[src/rtl/fpr_pkg.sv]
package fpr_pkg;
  localparam int ADDR_W     = 25;
  localparam int PAGE_SHIFT = 12;
  localparam int LIM_W      = ADDR_W - PAGE_SHIFT;
  localparam int WORD_W     = 32;
  // word layout is the software view
  localparam int WP_BIT = 31;
  localparam int HI_LSB = 16;
  localparam int RP_BIT = 15;
  localparam int LO_LSB = 0;

  typedef enum logic [1:0] {
    KIND_READ  = 2'd0,
    KIND_WRITE = 2'd1,
    KIND_ERASE = 2'd2,
    KIND_RSVD  = 2'd3
  } cyc_kind_e;

  typedef struct packed {
    logic             wp;
    logic [LIM_W-1:0] hi;
    logic             rp;
    logic [LIM_W-1:0] lo;
  } range_t;

  function automatic logic [WORD_W-1:0] pack_word(range_t r);
    logic [WORD_W-1:0] w;
    w = '0;
    w[WP_BIT] = r.wp;
    w[HI_LSB +: LIM_W] = r.hi;
    w[RP_BIT] = r.rp;
    w[LO_LSB +: LIM_W] = r.lo;
    return w;
  endfunction

  function automatic range_t unpack_word(logic [WORD_W-1:0] w);
    range_t r;
    r.wp = w[WP_BIT];
    r.hi = w[HI_LSB +: LIM_W];
    r.rp = w[RP_BIT];
    r.lo = w[LO_LSB +: LIM_W];
    return r;
  endfunction
endpackage

[src/rtl/fpr_range_reg.sv]
module fpr_range_reg
  import fpr_pkg::*;
(
  input  logic              clk_i,
  input  logic              rst_ni,
  input  logic              we_i,
  input  logic [WORD_W-1:0] wdata_i,
  input  logic              locked_i,
  output range_t            cfg_o
);
  always_ff @(posedge clk_i or negedge rst_ni) begin
    if (!rst_ni)                cfg_o <= '0;
    else if (we_i && !locked_i) cfg_o <= unpack_word(wdata_i);
  end

  a_r4_frozen: assert property (@(posedge clk_i) disable iff (!rst_ni)
    locked_i |=> $stable(cfg_o));
endmodule

[src/rtl/fpr_range_hit.sv]
module fpr_range_hit
  import fpr_pkg::*;
(
  input  range_t           cfg_i,
  input  logic [LIM_W-1:0] page_i,
  input  logic             is_read_i,
  output logic             hit_o
);
  logic in_span, armed;
  assign in_span = (page_i >= cfg_i.lo) && (page_i <= cfg_i.hi);
  assign armed   = is_read_i ? cfg_i.rp : cfg_i.wp;
  assign hit_o   = armed && in_span;
endmodule

[src/rtl/flash_range_guard.sv]
module flash_range_guard
  import fpr_pkg::*;
#(
  parameter  int NUM_RANGES = 5,
  localparam int IDX_W = (NUM_RANGES > 4) ? $clog2(NUM_RANGES) : 2
) (
  input  logic              clk_i,
  input  logic              rst_ni,
  input  logic              cfg_we_i,
  input  logic [IDX_W-1:0]  cfg_idx_i,
  input  logic [WORD_W-1:0] cfg_wdata_i,
  output logic [WORD_W-1:0] cfg_rdata_o,
  input  logic              lock_set_i,
  output logic              locked_o,
  input  logic              cyc_start_i,
  input  logic [1:0]        cyc_kind_i,
  input  logic [ADDR_W-1:0] cyc_addr_i,
  output logic              cyc_allow_o,
  output logic              cyc_err_o
);
  range_t                 cfg   [NUM_RANGES];
  logic [NUM_RANGES-1:0]  hit;
  logic [LIM_W-1:0]       page;
  logic                   is_read, blocked;

  always_ff @(posedge clk_i or negedge rst_ni) begin
    if (!rst_ni)         locked_o <= 1'b0;
    else if (lock_set_i) locked_o <= 1'b1;
  end

  assign page    = cyc_addr_i[ADDR_W-1:PAGE_SHIFT];
  assign is_read = (cyc_kind_e'(cyc_kind_i) == KIND_READ);

  for (genvar g = 0; g < NUM_RANGES; g++) begin : g_rng
    fpr_range_reg u_reg (
      .clk_i    (clk_i),
      .rst_ni   (rst_ni),
      .we_i     (cfg_we_i && (cfg_idx_i == IDX_W'(g))),
      .wdata_i  (cfg_wdata_i),
      .locked_i (locked_o),
      .cfg_o    (cfg[g])
    );
    fpr_range_hit u_hit (
      .cfg_i     (cfg[g]),
      .page_i    (page),
      .is_read_i (is_read),
      .hit_o     (hit[g])
    );
  end

  always_comb begin
    cfg_rdata_o = '0;
    for (int i = 0; i < NUM_RANGES; i++)
      if (cfg_idx_i == IDX_W'(i)) cfg_rdata_o = pack_word(cfg[i]);
  end

  assign blocked     = locked_o && (|hit);
  assign cyc_allow_o = cyc_start_i && !blocked;
  assign cyc_err_o   = cyc_start_i && blocked;

  a_r3_lock_sticky: assert property (@(posedge clk_i) disable iff (!rst_ni)
    locked_o |=> locked_o);
  a_r3_lock_takes: assert property (@(posedge clk_i) disable iff (!rst_ni)
    lock_set_i |=> locked_o);
  a_r5_open_before_lock: assert property (@(posedge clk_i) disable iff (!rst_ni)
    !locked_o |-> !cyc_err_o);
  a_r6_exclusive: assert property (@(posedge clk_i) disable iff (!rst_ni)
    $onehot0({cyc_allow_o, cyc_err_o}));
  a_r10_idle: assert property (@(posedge clk_i) disable iff (!rst_ni)
    !cyc_start_i |-> !(cyc_allow_o || cyc_err_o));
endmodule

[config.mk]
export PLATFORM = sky130hd
export DESIGN_NAME = flash_range_guard
export DESIGN_NICKNAME = d
export VERILOG_FILES = /design/src/rtl/fpr_pkg.sv /design/src/rtl/fpr_range_reg.sv /design/src/rtl/fpr_range_hit.sv /design/src/rtl/flash_range_guard.sv
export SDC_FILE = /design/constraint.sdc
export NUM_CORES = 1
export LEC_CHECK = 0
export ABC_CLOCK_PERIOD_IN_PS = 2900
export BUFFER_PORTS_ARGS = -buffer_cell sky130_fd_sc_hd__buf_2
export CORE_UTILIZATION = 49
export CTS_BUF_LIST = sky130_fd_sc_hd__clkbuf_2
export DETAILED_ROUTE_END_ITERATION = 12
export GPL_TIMING_DRIVEN = 0
export PLACE_DENSITY = 0.68
export SYNTH_ARGS = -nofsm -noshare
export SYNTH_HDL_FRONTEND = slang
export SYNTH_SLANG_ARGS = --single-unit
[constraint.sdc]
create_clock -name clk_i -period 2.9 [get_ports clk_i]
set_input_delay 0 -clock clk_i [delete_from_list [all_inputs] [get_ports clk_i]]
set_output_delay 0 -clock clk_i [all_outputs]
set_load 0.05 [all_outputs]
==> results.json <==
{
  "status": "finished, violations left",
  "failed_checks": "negative setup slack",
  "grt_setup_unrepaired": "true",
  "synth_cells": 940,
  "ctsHtreeMaxLevel": 4,
  "postPlaceCellArea_um2": 10200,
  "final_min_period_over_clock_period_pct": 115,
  "tritoncts.num_buffers": 17,
  "cts_tree": "done",
  "power.total_mw": 4.47,
  "groute.usage.overall_pct": 27.7,
  "detail_route.wl_per_cell_um": 19.4,
  "gp_congestion": 0.906,
  "clock_sinks": 141,
  "mappedNetlistArea_um2": 9460,
  "mostFrequentLayoutCell": "sky130_fd_sc_hd__inv_1",
  "drc_errors": 0,
  "dieHeight_um": 141,
  "dp_hpwl_mm": 19.1,
  "placement.setup.worst_slack_ps": 193,
  "ys.warnings.count": 0,
  "timing.critical_path.fanout_max": 3,
  "synth.ff_latch_count": 141,
  "critical_path_class": "reg2out",
  "nFillCells": 1610,
  "overflow": 0,
  "synth_top_cell_area_share_pct": 37.3,
  "power_frac_clock_pct": 30.3,
  "worstPathArrival_ps": 3330,
  "vdd.ir_drop.worst_uv": 208,
  "final_period_minus_worst_setup_slack_ps": 3330,
  "final-max-slew-violation-count": 0,
  "place_inst": 1284,
  "setup_tns_ps": -818,
  "static-leakage-power_nw": 5.55,
  "route.vias.total": 7651,
  "critical_path.endpoint": "cyc_allow_o",
  "synth-seq-area-share_pct": 37.3,
  "worst_r2r_path_depth": 8,
  "drt_iter0_drc": 622,
  "crit_start": "g_rng[3].u_reg.cfg_o[3]",
  "fmax_mhz": 301,
  "setup.worst_path.end_class": "output port",
  "synth_top_cell_by_area": "sky130_fd_sc_hd__dfrtp_1",
  "clock_insertion_delay_worst_skew_ps": 770,
  "layout.cells.non_filler": 1370,
  "total_switching_power_mw": 1.44,
  "power_density_nw_per_um2": 397,
  "p_comb_share_pct": 22.7,
  "slack_of_the_critical_path_ps": -426,
  "routed_wirelength_mm": 26.5,
  "synth_top_flop_cell": "sky130_fd_sc_hd__dfrtp_1",
  "first_pass_iters": 5,
  "start_util_pct": 50.2,
  "port-buffer-count": 80,
  "finalHoldWorstSlack_ps": 19.3,
  "clockBufferDepth": 2,
  "final_skew_ps": 27.4,
  "min_path_type": "in2reg",
  "yosysUniqueCellTypes": 48,
  "reg2reg_setup_slack_ps": 110,
  "grt_antenna_before_repair": 2,
  "max_slew.worst_pin.slew_ps": 813,
  "ctsRootBufferMaster": "sky130_fd_sc_hd__clkbuf_2",
  "sequentialPowerShare_pct": 47.0,
  "placementRows": 50,
  "finish.instance_area_um2": 11300,
  "synth-edff-count": 0,
  "yosys-top-cells-area": "sky130_fd_sc_hd__dfrtp_1, sky130_fd_sc_hd__ha_1, sky130_fd_sc_hd__mux2_2, sky130_fd_sc_hd__mux4_2, sky130_fd_sc_hd__inv_1",
  "core_area_um2": 18800,
  "hold_start": "cfg_wdata_i[23]",
  "slew_headroom_pct": 45.8,
  "start_kind": "flip-flop",
  "final_util_pct": 59.8,
  "finish.net_count": 1292,
  "crit_required_ps": 2900,
  "die_w_um": 141,
  "regToRegEndpoint": "g_rng[1].u_reg.cfg_o[16]",
  "clk_transition_reported_paths_ps": 210,
  "layout-drive-gt1-share_pct": 26.2,
  "die-area_um2": 19900,
  "areaGrowthSynthToFinish_pct": 19.0,
  "avgViaCountPerCell": 5.58,
  "grt_start_max_net_pins": 99,
  "switching_share_pct": 32.3,
  "hold_violations": 0,
  "synth-async-reset-ratio_pct": 100,
  "ios": 102,
  "final-setup-viol-count": 2,
  "timing.rr.start": "locked_o",
  "via_count_of_the_first_global_routing_pass": 7536,
  "grt_first_pass_wirelength_mm": 40.8,
  "cell_int_power_mw": 3.03,
  "mostFrequentLayoutCells": "sky130_fd_sc_hd__inv_1, sky130_fd_sc_hd__dfrtp_1, sky130_fd_sc_hd__ha_1",
  "ant_nets": 0,
  "avgSynthCellArea_um2": 10.1,
  "timing.max_cap.violations": 0
}
worst max-delay path: stages, from the launching register on:
cell and delay (ps):
sky130_fd_sc_hd__dfrtp_1 440, sky130_fd_sc_hd__inv_2 70, sky130_fd_sc_hd__ha_4 200, sky130_fd_sc_hd__a21oi_2 140, sky130_fd_sc_hd__nand2_1 70, sky130_fd_sc_hd__a211o_1 370, sky130_fd_sc_hd__a221oi_2 320, sky130_fd_sc_hd__nor3_1 90
sky130_fd_sc_hd__a211o_1 310, sky130_fd_sc_hd__o32ai_4 350, sky130_fd_sc_hd__buf_6 210
synthesized netlist by cell type (11+ instances only):
master                     count
sky130_fd_sc_hd__dfrtp_1     141
sky130_fd_sc_hd__nand2_1     100
sky130_fd_sc_hd__mux4_2       28
sky130_fd_sc_hd__a21oi_1      40
sky130_fd_sc_hd__buf_2        11
sky130_fd_sc_hd__clkbuf_1     17
sky130_fd_sc_hd__nand4_1      17
sky130_fd_sc_hd__ha_1        130
sky130_fd_sc_hd__o21ai_0      89
sky130_fd_sc_hd__mux2_2       93
sky130_fd_sc_hd__nand3_1      18
sky130_fd_sc_hd__a21o_1       17
sky130_fd_sc_hd__nor2_1       17
sky130_fd_sc_hd__inv_1       154
sequential cells by signal, indices dropped and copies added (netlist names):
name               cells
locked_o               1
g_rng.u_reg.cfg_o    140
worst min path at each step:
stage / to / slack (ps) / cells past startpoint
5_1_grt: g_rng[2].u_reg.cfg_o[25] / 20 / 4
4_1_cts: g_rng[2].u_reg.cfg_o[21] / 5 / 4
6_report: g_rng[2].u_reg.cfg_o[21] / 20 / 4
2_1_floorplan: g_rng[0].u_reg.cfg_o[0] / -300 / 0
3_5_place_dp: g_rng[4].u_reg.cfg_o[18] / -40 / 1
3_3_place_gp: locked_o / 190 / 2
cell type report:
type / count / area [um2] / share of cell area, %
Timing Repair Buffer: 133 / 960 / 8.53
Multi-Input combinational cell: 615 / 5420 / 48.1
Buffer: 33 / 160 / 1.42
Clock buffer: 18 / 90.1 / 0.800
Antenna cell: 2 / 5.00 / 0.0445
Inverter: 154 / 578 / 5.14
Clock inverter: 14 / 193 / 1.71
Tap cell: 260 / 325 / 2.89
Sequential cell: 141 / 3530 / 31.4
power by group through the flow:
stage	sequential, mW	combinational [mW]	clock [mW]
2_1_floorplan	2.12	0.605	0
3_3_place_gp	2.13	0.893	0
3_5_place_dp	2.13	0.916	0
4_1_cts	2.10	0.981	1.36
5_1_grt	2.11	1.12	1.44
6_report	2.10	1.01	1.36
cells by family (layout without fill, tap and decap cells):
family | Yosys count | count (layout) | synth area share (%)
buf+inv | 187 | 352 | 7.76
other cells | 1 | 6 | 0.0396
flops | 141 | 141 | 37.3
simple gates | 176 | 176 | 8.37
mux | 125 | 125 | 18.2
fa+ha+maj | 130 | 130 | 17.2
compound gates | 180 | 180 | 11.2
per-layer routing:
metal	track usage, %	wire length [um]
met5	0	0
met3	5.30	1820
met1	38.7	11900
met2	42.9	12100
met4	10.5	663
timing repair:
action,in CTS,in global routing
pin swaps,12,14
setup buffers,5,2
setup endpoints to repair,2,12
resized for setup,11,29
endpoints found under the hold margin,282,0
hold buffers,45,0
Power figures use the tool's default switching activity.
